<file path="config.mk">
export PLATFORM = sky130hd
export DESIGN_NAME = insn_len_decoder
export DESIGN_NICKNAME = d
export VERILOG_FILES = /design/src/rtl/ilfd_pkg.sv /design/src/rtl/ilfd_classify.sv /design/src/rtl/ilfd_hold.sv /design/src/rtl/ilfd_addr.sv /design/src/rtl/insn_len_decoder.sv
export SDC_FILE = /design/constraint.sdc
export NUM_CORES = 1
export LEC_CHECK = 0
export BUFFER_PORTS_ARGS = -buffer_cell sky130_fd_sc_hd__buf_2
export CAP_MARGIN = 25
export CORE_UTILIZATION = 47
export DETAILED_ROUTE_END_ITERATION = 7
export PLACE_DENSITY = 0.82
export SYNTH_ARGS = -nofsm -noshare
export SYNTH_HDL_FRONTEND = slang
export SYNTH_SLANG_ARGS = --single-unit
</file>
<file path="constraint.sdc">
create_clock -name clk -period 2.6 [get_ports clk]
set_input_delay 0 -clock clk [delete_from_list [all_inputs] [get_ports clk]]
set_output_delay 0 -clock clk [all_outputs]
set_load 0.005 [all_outputs]
</file>
<file path="src/rtl/ilfd_pkg.sv">
package ilfd_pkg;
   typedef enum logic [1:0] {
      FMT_REGREG = 2'd0,
      FMT_REGIDX = 2'd1,
      FMT_REGSTO = 2'd2,
      FMT_STOSTO = 2'd3
   } fmt_e;

   // number of halfwords for each format class
   function automatic int unsigned class_halfwords(input int unsigned cls);
      case (cls)
         0:       return 1;
         3:       return 3;
         default: return 2;
      endcase
   endfunction
endpackage

</file>
<file path="src/rtl/ilfd_classify.sv">
module ilfd_classify #(
   parameter int unsigned OP_W     = 8,
   parameter int unsigned HW_BYTES = 2,
   parameter int unsigned LEN_W    = 3
) (
   input  logic [OP_W-1:0]  op_byte,
   output logic [1:0]       cls,
   output logic [LEN_W-1:0] len
);
   logic [LEN_W-1:0] lut [4];

   generate
      for (genvar k = 0; k < 4; k++) begin : g_lut
         localparam int unsigned BYTES = ilfd_pkg::class_halfwords(k) * HW_BYTES;
         assign lut[k] = LEN_W'(BYTES);
      end
   endgenerate

   assign cls = op_byte[OP_W-1 -: 2];
   assign len = lut[cls];
endmodule

</file>
<file path="src/rtl/ilfd_hold.sv">
module ilfd_hold #(
   parameter int unsigned LEN_W = 3
) (
   input  logic             clk,
   input  logic             rst_n,
   input  logic             load,
   input  logic [1:0]       cls_in,
   input  logic [LEN_W-1:0] len_in,
   output logic [1:0]       cls_q,
   output logic [LEN_W-1:0] len_q,
   output logic             vld_q
);
   always_ff @(posedge clk) begin
      if (!rst_n) begin
         cls_q <= '0;
         len_q <= '0;
         vld_q <= 1'b0;
      end else begin
         vld_q <= load;
         if (load) begin
            cls_q <= cls_in;
            len_q <= len_in;
         end
      end
   end
endmodule

</file>
<file path="src/rtl/ilfd_addr.sv">
module ilfd_addr #(
   parameter int unsigned ADDR_W = 24,
   parameter int unsigned LEN_W  = 3
) (
   input  logic              clk,
   input  logic              rst_n,
   input  logic              ld_en,
   input  logic [ADDR_W-1:0] ld_addr,
   input  logic              adv,
   input  logic [LEN_W-1:0]  step,
   output logic [ADDR_W-1:0] addr_q
);
   localparam int unsigned PAD_W = ADDR_W - LEN_W;

   logic [ADDR_W-1:0] step_ext;
   assign step_ext = {{PAD_W{1'b0}}, step};

   always_ff @(posedge clk) begin
      if (!rst_n)      addr_q <= '0;
      else if (ld_en)  addr_q <= ld_addr;
      else if (adv)    addr_q <= addr_q + step_ext;
   end
endmodule

</file>
<file path="src/rtl/insn_len_decoder.sv">
module insn_len_decoder #(
   parameter int unsigned OP_W     = 8,
   parameter int unsigned ADDR_W   = 24,
   parameter int unsigned HW_BYTES = 2,
   parameter int unsigned LEN_W    = $clog2(3 * HW_BYTES + 1)
) (
   input  logic              clk,
   input  logic              rst_n,
   input  logic              op_vld,
   input  logic [OP_W-1:0]   op_byte,
   input  logic              ld_en,
   input  logic [ADDR_W-1:0] ld_addr,
   input  logic              adv,
   output logic [1:0]        fmt,
   output logic [LEN_W-1:0]  len_bytes,
   output logic              dec_vld,
   output logic [ADDR_W-1:0] iaddr
);
   generate
      if (OP_W < 2) begin : g_bad_op
         $error("OP_W must be at least 2");
      end
      if (HW_BYTES < 1) begin : g_bad_hw
         $error("HW_BYTES must be at least 1");
      end
      if (ADDR_W <= LEN_W) begin : g_bad_addr
         $error("ADDR_W must exceed LEN_W");
      end
      if ((1 << LEN_W) <= 3 * HW_BYTES) begin : g_bad_len
         $error("LEN_W too narrow for longest instruction");
      end
   endgenerate

   logic [1:0]       cls_d;
   logic [LEN_W-1:0] len_d;

   ilfd_classify #(.OP_W(OP_W), .HW_BYTES(HW_BYTES), .LEN_W(LEN_W)) u_cls (
      .op_byte (op_byte),
      .cls     (cls_d),
      .len     (len_d)
   );

   ilfd_hold #(.LEN_W(LEN_W)) u_hold (
      .clk    (clk),
      .rst_n  (rst_n),
      .load   (op_vld),
      .cls_in (cls_d),
      .len_in (len_d),
      .cls_q  (fmt),
      .len_q  (len_bytes),
      .vld_q  (dec_vld)
   );

   ilfd_addr #(.ADDR_W(ADDR_W), .LEN_W(LEN_W)) u_addr (
      .clk     (clk),
      .rst_n   (rst_n),
      .ld_en   (ld_en),
      .ld_addr (ld_addr),
      .adv     (adv),
      .step    (len_bytes),
      .addr_q  (iaddr)
   );
endmodule

</file>
* Word-level counts from Yosys, hierarchy flattened *
Index checks and enable logic that the tools add are counted.

cells by class
  $add $sub $neg = 1
  $lt $le $gt $ge = 1
  muxes and demuxes = 5
  bitwise gates (word level) = 1
  reductions and logical operators = 1

operators by type and width
  kind                                                       number
  24-bit 2-to-1 mux                                          2
  24-bit by 3-bit adder with 24-bit output                   1
  3-bit binary-select mux with 2-bit select                  1
  3-bit 2-to-1 mux                                           2
  3-bit greater-or-equal comparator (second input constant)  1
  2-bit NOT with 3-bit output                                1
  2-bit nonzero test                                         1

word-level totals
  bits in registers = 30
  input bits = 37

* Depth between registers and ports, before layout *
Gate-level depths: netlist of the first run.

  word-level depth = 4
  gate-level depth with buffers = 7
  gate-level depth less buffers = 6

* Hierarchy *
Synthesis of the first run repeated with hierarchy kept, for this count alone.

second synthesis, totals
  cells, all modules = 203
  area total of the unflattened synthesis = 1745.4 um^2

by module, submodules not included
  module         times used  cells an instance  area each (um^2)  sequential area each (um^2)
  ilfd_addr      1           176                1471.4            480.5
  ilfd_hold      1           18                 220.2             120.1
  ilfd_classify  1           9                  53.8              0.0

* Least setup slack after synthesis of the first run *
No wires, ideal clock.

  kind = flip-flop to flip-flop
  start point = register u_hold.len_q[1]
  end point = register u_addr.addr_q[19]
  library setup time = 0.074 ns
  arrival time = 1.899 ns
  setup slack = 0.627 ns
  cell stages (with the launch flop) = 8
  buffers on the path = 1
  clock period less this slack = 1.973 ns
  cells stage by stage = dfxtp_1 -> ha_1 -> fa_1 -> nand2_1 -> or3_1 -> buf_2 -> or4_1 -> a31oi_1

between the ends
  word-level cells in the longest chain between the ends = 3

RTL lines
  item                                      RTL line         RTL
  from (decl)                               ilfd_hold.sv:10  output logic [LEN_W-1:0] len_q,
  from (signal assigned)                    ilfd_hold.sv:22  len_q <= len_in;
  24-bit by 3-bit adder with 24-bit output  ilfd_addr.sv:21  else if (adv) addr_q <= addr_q + step_ext;
  24-bit 2-to-1 mux                         ilfd_addr.sv:21
  24-bit 2-to-1 mux                         ilfd_addr.sv:20  else if (ld_en) addr_q <= ld_addr;
  to (signal assigned)                      ilfd_addr.sv:20
  to (signal assigned)                      ilfd_addr.sv:21
  to (decl)                                 ilfd_addr.sv:11  output logic [ADDR_W-1:0] addr_q

No other way between the ends. The select of a mux whose other input is x is not followed.
A chain may end at the register's enable or synchronous reset.

* Worst setup path after layout of the first run *
  start point = register u_addr.addr_q[1]
  end point = register u_addr.addr_q[19]

between the ends
  word-level cells in the longest chain between the ends = 3

RTL lines
  item                                      RTL line
  24-bit by 3-bit adder with 24-bit output  ilfd_addr.sv:21
  24-bit 2-to-1 mux                         ilfd_addr.sv:21
  24-bit 2-to-1 mux                         ilfd_addr.sv:20

No other way between the ends. The select of a mux whose other input is x is not followed.

==> summary.txt, run 1 <==
Run status
  • Status: finished clean

Synth
  • Synth Instances: around 180
  • Synth Area per Inst: around 8.6 um^2
  • Post-synthesis compound-gate area fraction: 21.1%
  • Number of flops mapped to enable cells by yosys: 0
  • Cell taking the most area after synthesis: dfxtp_1
  • Post-synth top area share: between 30% and 40%
  • Seq/Total Area, Yosys: a little under two fifths
  • Synth cell types: 39
  • Adder-cell share of the synthesized area: under 10%
  • Mapped Nets: around 220
  • Ys async rst share: 0%
  • Synth top area cells: dfxtp_1, o21ai_0, a31oi_1, xor2_1, mux2i_1
  • YS warnings: 0
  • Most used DFF post-synth: dfxtp_1
  • Yosys reg bits: 29
  • Largest family of logic cells by synthesized area: simple AND/OR/NAND/NOR gates
  • Mux cell area share after synthesis: 3.23%
  • Post-Syn Area: 1550 um^2
  • Post-Synth XOR/XNOR Area: 4.52%
  • Post-Synth Simple-Gate Area: 24.8%

Route
  • First drt pass iteration count: 4
  • Initial DRC count: 53
  • Routed len/inst: between 10 and 15 um
  • Detailed Route WL: about 4 mm
  • DRT antenna net count: 0
  • DRC viols: 0
  • Vias: approximately 1.6k
  • Via-to-Cell Ratio: 5.29

Cells and area
  • Fin util: 70.2%
  • Most common cell after layout, fill and taps aside: buf_2
  • Antenna diodes: 0
  • Finished Cell Area: 2180 um^2
  • Most frequent cells in the layout: buf_2, dfxtp_1, dlygate4sd3_1, o21ai_0, nand2_1
  • Layout cell share with drive strength beyond 1: 28.9%
  • # nets final: 303
  • Area Growth Syn to Fin: 40.5%

Pwr
  • Worst vdd ir: between 0.3 and 0.4 mV
  • Pwr Density: 436 nW/um^2
  • Leak: 0.990 nW

Global routing
  • First-pass GRT wire length: 6.53 mm
  • Pin count of the biggest net entering global routing: 32
  • Initial antenna violation count: 0
  • Grt ovf: 0
  • Vias in the first global route: 1473
  • Total GRT Usage: 25.0%

STA
  • Setup TNS: 0 ns
  • Period utilisation layout: 84.7%
  • Final Critical Period: 2.20 ns
  • Fmax: ~0.45 GHz
  • Max Slew Vio Count: 0
  • Fin. Hold Viols: 0
  • RSZ-0062 raised after global routing: false
  • Fin Clk Skew: 0.0117 ns
  • Setup violations, final: 0

Floorplanning
  • Std-Cell Core Area: 3100 um^2
  • Total die area: 3530 um^2
  • Die X: 59.4 um
  • I/O Pins: 67
  • Initial Util: 50.0%
  • Chip height: approximately 59 um
  • Standard-cell rows: 20

Clock network
  • H-tree Lvls: 2
  • Clock Latency Late Sink: ~0.33 ns
  • Longest Clk Path Bufs: 2
  • CTS tree: yes
  • Clk sinks: 29
  • Clk slew on worst S/H paths: 0.10 ns
  • Clk root buf: clkbuf_4
  • Num CTS Buffers: 5
  • Post-CTS resize count: 0

Worst setup path
  • Crit path required time: 2.87 ns
  • R2R depth: 6
  • Worst Setup End Kind: flop
  • CP Cell Sequence: ha_1, fa_1, nand2_1, or3_1, or4_1, a31oi_1
  • WS Path Type: reg -> reg
  • Slowest stage delay, CP: 0.51 ns
  • Slowest cell on crit path: or4_1
  • Crit path depth: 6
  • Critical path peak fanout: 8
  • Crit path launch type: flop
  • Crit-path leading delay family: simple AND/OR/NAND/NOR gates
  • Buffers plus inverters on the worst setup path: 0
  • Crit path arrival time: 2.47 ns

Placement
  • Dpl cell area: 1860 um^2
  • PortBufs: 59
  • GP Congestion: a little under 0.8
  • Detailed Place HPWL: 2.46 mm

Worst hold path
  • Hold depth: 3
  • Min-Delay Path Class: in -> reg

Job
  • Max cap viols: 0
report_power, final:
group / switching [mW] / total, mW / internal (mW)
clock network: 0.161 / 0.264 / 0.103
logic: 0.0751 / 0.175 / 0.0996
registers: 0.0366 / 0.511 / 0.475
total: 0.273 / 0.950 / 0.677
worst reg2reg max path: stages, from the launching register on:
cell     delay, ns
dfxtp_1       0.39
ha_1          0.21
fa_1          0.25
nand2_1       0.16
or3_1         0.45
or4_1         0.51
a31oi_1       0.17
area by class of cell:
class,instances,area (um^2)
Clock buffer,6,41.3
Clock inverter,2,10.0
Fill cell,276,925
Inverter,5,18.8
Multi-Input combinational cell,133,892
Sequential cell,29,581
Tap cell,44,55.1
Timing Repair Buffer,88,581
synthesized netlist by cell type, types with 5 or more instances:
cell      instances
nand2_1          11
clkbuf_1         11
o21ai_0          24
xor2_1            6
or3_1             5
mux2i_1           5
dfxtp_1          29
and2_1            5
a31oi_1          10
or4_1             6
nand4_1           6
inv_1             5
nand3_1          10
per-layer routing:
metal / track usage (%) / routed length (um) / up-vias
met5: 0 / 0 / -
met4: 12.6 / 75 / 0
met3: 5.46 / 174 / 8
met2: 40.9 / 1940 / 45
met1: 30.8 / 1800 / 741
li1: - / - / 831
sequential cells by signal (all words and copies together), names as in the netlist:
signal         cells
u_addr.addr_q     24
u_hold.cls_q       2
u_hold.len_q       2
u_hold.vld_q       1
path summary, 6_finish.rpt:
kind	slack (ns)	startpoint	end
max	0.40	u_addr.addr_q[1]	u_addr.addr_q[19]
min	0.11	ld_en	u_addr.addr_q[23]
max reg2reg	0.40	u_addr.addr_q[1]	u_addr.addr_q[19]
min reg2reg	0.52	u_addr.addr_q[21]	u_addr.addr_q[21]
through the flow:
stage / total power [mW] / hold slack (ns) / std cells / setup slack, ns
final: 0.950 / 0.105 / 307 / 0.398
after global routing: 1.01 / 0.114 / 307 / 0.245
after detailed placement: 0.660 / 0.259 / 272 / 0.450
after floorplan: 0.593 / 0.155 / 181 / 0.627
after CTS: 0.951 / 0.0866 / 307 / 0.433
after global placement: 0.656 / 0.261 / 272 / 0.543
repair_timing:
action                                 in CTS  in global routing
setup buffers                               0                  0
hold buffers                               27                  0
endpoints found under the hold margin      28                  0
logic make-up after synthesis:
| kind of cell | Yosys count |
|---|---|
| AO/OA/AOI/OAI | 52 |
| flip-flops | 29 |
| adder cells (fa/ha/maj) | 4 |
| AND/OR/NAND/NOR | 63 |
| multiplexers | 5 |
| buffers and inverters | 19 |
| other | 1 |
| XOR/XNOR | 8 |
(Power assumes the default switching activity.)
==> inputs of run 2 (changes only) <==
==> constraint.sdc (replaced) <==
create_clock -name clk -period 2.2 [get_ports clk]
set_input_delay 0 -clock clk [delete_from_list [all_inputs] [get_ports clk]]
set_output_delay 0 -clock clk [all_outputs]
set_load 0.005 [all_outputs]
==> run 2 against run 1 <==
- clock skew is 0.0025 ns lower
- register-to-register slack worse by 0.21 ns
- critical path depth stayed put
- maximum frequency is 9.5% higher
- worst hold slack worse by 0.095 ns
- first-iteration DRC count is 3.8% lower
- wire length is 2.7% lower
- flip-flop and latch count stayed put
- final cell count is 0.33% lower
- sequential share of layout area hardly changed
- utilization hardly changed
- highest routed layer unchanged
==> summary.txt, run 2 (synthesis gave the netlist of run 1 again) <==
Cells and area
  • Most flop-heavy register: u_addr.addr_q
  • Antenna diodes: 0
  • Most common cell after layout, fill and taps aside: buf_2
  • # nets final: 303
  • Area Growth Syn to Fin: 40.6%
  • Top Registers: u_addr.addr_q (24), u_hold.cls_q (2), u_hold.len_q (2)
  • Finished Cell Area: 2180 um^2
  • Layout cell share with drive strength beyond 1: 29.0%
  • Fin util: 70.2%
  • Max FFs per register: 24
  • Most frequent cells in the layout: buf_2, dfxtp_1, dlygate4sd3_1, o21ai_0, nand2_1
  • Fill cell count: 263

Placement
  • PortBufs: 59
  • Detailed Place HPWL: 2.54 mm
  • Dpl cell area: 1860 um^2
  • GP Congestion: approximately 0.81

STA
  • RSZ-0062 raised after global routing: false
  • Period utilisation layout: 91.4%
  • Setup violations, final: 0
  • Setup TNS: 0 ns
  • Max Slew Vio Count: 0
  • Fmax: 0.497 GHz
  • Final Critical Period: 2.01 ns
  • Fin. Hold Viols: 0
  • Fin Clk Skew: 0.00922 ns

Global routing
  • Pin count of the biggest net entering global routing: 32
  • Grt ovf: 0
  • Vias in the first global route: 1412
  • First-pass GRT wire length: 6.00 mm
  • Initial antenna violation count: 0
  • Total GRT Usage: a little under a quarter

Worst setup path
  • WS Path Type: reg -> reg
  • Crit path launch type: flop
  • Crit path arrival time: 2.27 ns
  • Worst Setup End Kind: flop
  • Critical path peak fanout: 8
  • Crit path required time: around 2.5 ns

Route
  • Initial DRC count: approximately 50
  • Detailed Route WL: 3.89 mm
  • First drt pass iteration count: 4
  • Routed len/inst: roughly 13 um
  • DRC viols: 0
  • Via-to-Cell Ratio: 5.36
  • Vias: 1640
  • DRT antenna net count: 0

Clock network
  • Post-CTS Setup Bufs: 0
  • Clock Latency Late Sink: 0.33 ns
  • Clk root buf: clkbuf_4
  • CTS tree: yes
  • Post-CTS resize count: 0
  • H-tree Lvls: 2
  • Clk sinks: 29
  • Num CTS Buffers: 5
  • Longest Clk Path Bufs: 2
  • Clk slew on worst S/H paths: 0.08 ns
  • Hold bufs inserted after CTS: 26

Floorplanning
  • Initial Util: about half
  • Total die area: between 3000 and 4000 um^2
  • Standard-cell rows: 20
  • Chip height: 59.4 um
  • I/O Pins: between 60 and 70
  • Die X: 59.4 um
  • Std-Cell Core Area: 3100 um^2

Pwr
  • Switching Fraction: 27.1%
  • Worst vdd ir: 0.539 mV
  • Pwr Density: 521 nW/um^2
  • P_sw: 308 uW
  • Sequential power share: 53.2%
  • P_int: 828 uW
  • Leak: roughly 1 nW
  • Clock share of power: 29.1%
  • Combinational fraction of design power: between 10% and 20%

Job
  • Max cap viols: 0

Run status
  • Status: finished clean

Worst hold path
  • Min-Delay Path Class: in -> reg
==> run 2: cell count changes in the layout (fill, tap and decap cells not counted) <==
cell / change
clkinv_2: -2
buf_4: +1
clkbuf_8: +1
dlygate4sd3_1: -1
==> run 2: power groups by stage <==
stage | Combinational (mW) | Sequential, mW | Clock, mW
after floorplan | 0.0884 | 0.612 | 0
final | 0.202 | 0.604 | 0.330
after global placement | 0.162 | 0.614 | 0
after CTS | 0.201 | 0.603 | 0.333
after detailed placement | 0.166 | 0.615 | 0
after global routing | 0.225 | 0.610 | 0.354
==> run 2: final timing paths <==
path                                       from           endpoint  slack, ns  cells past startpoint
worst max-delay path            u_hold.len_q[1]  u_addr.addr_q[21]       0.19                      6
worst min-delay path                 ld_addr[6]   u_addr.addr_q[6]       0.01                      3
worst max register to register  u_hold.len_q[1]  u_addr.addr_q[21]       0.19                      6
worst min register to register  u_hold.len_q[1]    u_hold.len_q[1]       0.51                      1
==> run 2: per-layer routing <==
metal	routed length (um)	share of wire, %	vias to the layer above	GRT usage (%)
met5	0	0	-	0
met4	57	1.5	0	11.2
met3	166	4.3	6	5.24
met2	1920	49	47	39.0
met1	1740	45	757	27.2
li1	-	-	830	-
==> run 2: critical path: stages, from the launching register on <==
cell	delay (ns)
dfxtp_1	0.35
ha_1	0.19
fa_1	0.25
nand2_1	0.08
or3_1	0.42
or4_1	0.49
a31oi_1	0.16
==> run 2: layout make-up <==
type                            count  area (um^2)  share of cell area [%]
Clock buffer                        7         55.1                    2.53
Inverter                            5         18.8                   0.861
Sequential cell                    29          581                    26.6
Tap cell                           44         55.1                    2.53
Timing Repair Buffer               88          578                    26.5
Multi-Input combinational cell    133          892                    40.9
==> run 2: through the flow <==
stage,hold WS [ns],power [mW],cells,worst slack (ns)
after floorplan,0.155,0.700,181,0.227
after detailed placement,0.263,0.781,273,0.211
after global routing,0.000590,1.19,306,0.0665
after CTS,0.00534,1.14,306,0.190
after global placement,0.258,0.776,273,0.242
final,0.0106,1.14,306,0.188
==> inputs of run 3 (changes only) <==
--- a/config.mk
+++ b/config.mk
@@ -9,7 +9,9 @@
 export CAP_MARGIN = 25
 export CORE_UTILIZATION = 47
 export DETAILED_ROUTE_END_ITERATION = 7
+export MAX_ROUTING_LAYER = met4
 export PLACE_DENSITY = 0.82
+export SETUP_SLACK_MARGIN = 0.5
 export SYNTH_ARGS = -nofsm -noshare
 export SYNTH_HDL_FRONTEND = slang
 export SYNTH_SLANG_ARGS = --single-unit
==> run 3 against run 2 <==
- maximum frequency grew 13%
- final cell count grew 2.6%
- highest routed layer unchanged
- largest cell class unchanged
- design area grew 6.7%
- first-iteration DRC count grew 5.9%
- register-to-register slack gained 0.23 ns
- combinational power grew 7%
- power grew 0.18%
- largest power group unchanged
==> summary.txt, run 3 (synthesis gave the netlist of run 1 again) <==
Pwr
  • Combinational fraction of design power: about a fifth
  • Worst vdd ir: 0.344 mV
  • Leak: ~1.0 nW
  • Clock share of power: 27.3%
  • Pwr Density: 489 nW/um^2
  • Total power: 1.14 mW
  • Switching Fraction: 28.9%
  • P_int: 809 uW
  • Sequential power share: 53.6%
  • P_sw: 329 uW

Global routing
  • Pin count of the biggest net entering global routing: 32
  • Total GRT Usage: 26.0%
  • Initial antenna violation count: 0
  • First-pass GRT wire length: 6.69 mm
  • Vias in the first global route: around 1.6k
  • Grt ovf: 0

Worst hold path
  • Hold EP: u_addr.addr_q[1]
  • Hold depth: 4
  • Hold path startpoint: ld_addr[1]
  • Min-Delay Path Class: in -> reg

STA
  • Setup violations, final: 0
  • Max Slew Vio Count: 0
  • Final Critical Period: between 1.5 and 2 ns
  • RSZ-0062 raised after global routing: true
  • Fmax: around 0.56 GHz
  • Fin. Hold Viols: 0
  • Setup TNS: 0 ns
  • Period utilisation layout: 81.0%
  • Fin Clk Skew: between 0.005 and 0.006 ns

Route
  • DRT met1 WL: 1.80 mm
  • DRT antenna net count: 0
  • First drt pass iteration count: 4
  • Vias: 1689
  • DRC viols: 0
  • Initial DRC count: 54
  • Via-to-Cell Ratio: about 5.4
  • Met2 wire length: slightly above 2 mm
  • Routed len/inst: roughly 13 um
  • Detailed Route WL: 4.16 mm
  • Top Metal Used: met4
  • Met3 wire len: 252 um

Clock network
  • Clock Latency Late Sink: 0.33 ns
  • Clk slew on worst S/H paths: ~0.090 ns
  • Clk root buf: clkbuf_4
  • Clk sinks: 29
  • H-tree Lvls: 2
  • Longest Clk Path Bufs: 2
  • Num CTS Buffers: 5
  • CTS tree: yes

Cells and area
  • Antenna diodes: 0
  • Multi-input logic area: 960 um^2
  • Most common cell after layout, fill and taps aside: buf_2
  • Finished Cell Area: 2320 um^2
  • Fill cell count: 227
  • Most flop-heavy register: u_addr.addr_q
  • Fin util: 74.9%
  • # nets final: 310
  • Area Growth Syn to Fin: 50.0%
  • Register area: 611 um^2
  • Layout cell share with drive strength beyond 1: 39.6%
  • Max FFs per register: 24
  • Most frequent cells in the layout: buf_2, dlygate4sd3_1, o21ai_0, dfxtp_1, buf_4
  • Top Registers: u_addr.addr_q (24), u_hold.cls_q (2), u_hold.len_q (2)

Worst setup path
  • Worst flop-to-flop path startpoint: u_addr.addr_q[1]
  • Crit path arrival time: 2.05 ns
  • Crit path launch type: flop
  • WS Path Type: reg -> reg
  • Worst Setup End Kind: flop
  • Critical Path Start: u_addr.addr_q[1]
  • R2R depth: 6
  • Crit path required time: 2.47 ns
  • FF-to-FF setup slack: ~0.42 ns
  • Critical path peak fanout: 7
  • Reg-to-Reg End: u_addr.addr_q[19]

Run status
  • Status: finished clean

Placement
  • Dpl cell area: ~1900 um^2
  • Detailed Place HPWL: 2.51 mm
  • PortBufs: 59
  • GP Congestion: between 0.8 and 0.9

Floorplanning
  • Die X: roughly 59 um
  • Chip height: 59.4 um
  • I/O Pins: 67
  • Std-Cell Core Area: about 3100 um^2
  • Initial Util: 50.0%
  • Standard-cell rows: 20
  • Total die area: ~3500 um^2

Job
  • Max cap viols: 0
[run 3: changes by cell type in the layout (fill, tap and decap cells not counted), sizes merged]
| cell | delta |
|---|---|
| clkbuf | -1 |
| clkinv | +2 |
| buf | +9 |
| dlygate4sd3 | -2 |
[run 3: repair_timing]
item	4_1_cts	5_1_grt
cloned	0	0
gates resized for setup	15	11
hold buffers	24	0
setup endpoints to repair	12	15
hold endpoints to repair	24	0
setup buffers	10	0
pin swaps	16	8
[run 3: power groups by stage]
stage	clock (mW)	combinational (mW)	sequential, mW
floorplan	0	0.0902	0.614
global route	0.343	0.242	0.616
CTS	0.317	0.213	0.607
finish	0.311	0.216	0.610
detailed placement	0	0.167	0.618
global placement	0	0.163	0.616
[run 3: metal layers]
metal / GRT usage [%] / up-vias
li1: - / 850
met5: - / -
met4: 9.52 / 0
met2: 41.4 / 62
met3: 7.42 / 11
met1: 31.0 / 766
[run 3: how the worst max path moves through the flow]
stage | end | slack, ns | depth (start not counted)
detailed placement | u_addr.addr_q[19] | 0.24 | 6
global route | u_addr.addr_q[12] | 0.35 | 6
finish | u_addr.addr_q[19] | 0.42 | 6
global placement | u_addr.addr_q[21] | 0.27 | 6
CTS | u_addr.addr_q[19] | 0.43 | 6
floorplan | u_addr.addr_q[19] | 0.31 | 7
[run 3: critical path, cell delays in order (launching register included)]
cell     delay (ns)
dfxtp_2        0.36
ha_4           0.14
fa_2           0.23
nand2_4        0.06
or3_4          0.37
or4_1          0.40
a31oi_1        0.16
[run 3: per-stage QoR]
step / hold slack, ns / instances / setup slack [ns]
global placement: 0.252 / 272 / 0.271
floorplan: 0.155 / 181 / 0.309
CTS: 0.00101 / 314 / 0.427
global route: 0.00546 / 314 / 0.346
detailed placement: 0.247 / 272 / 0.235
finish: 0.0105 / 314 / 0.418
[run 3: layout make-up]
| cell class | instances | share of cell area [%] |
|---|---|---|
| Clock buffer | 6 | 1.78 |
| Multi-Input combinational cell | 133 | 41.3 |
| Timing Repair Buffer | 95 | 27.1 |
| Inverter | 5 | 0.807 |
| Tap cell | 44 | 2.37 |
| Clock inverter | 2 | 0.431 |
| Sequential cell | 29 | 26.3 |
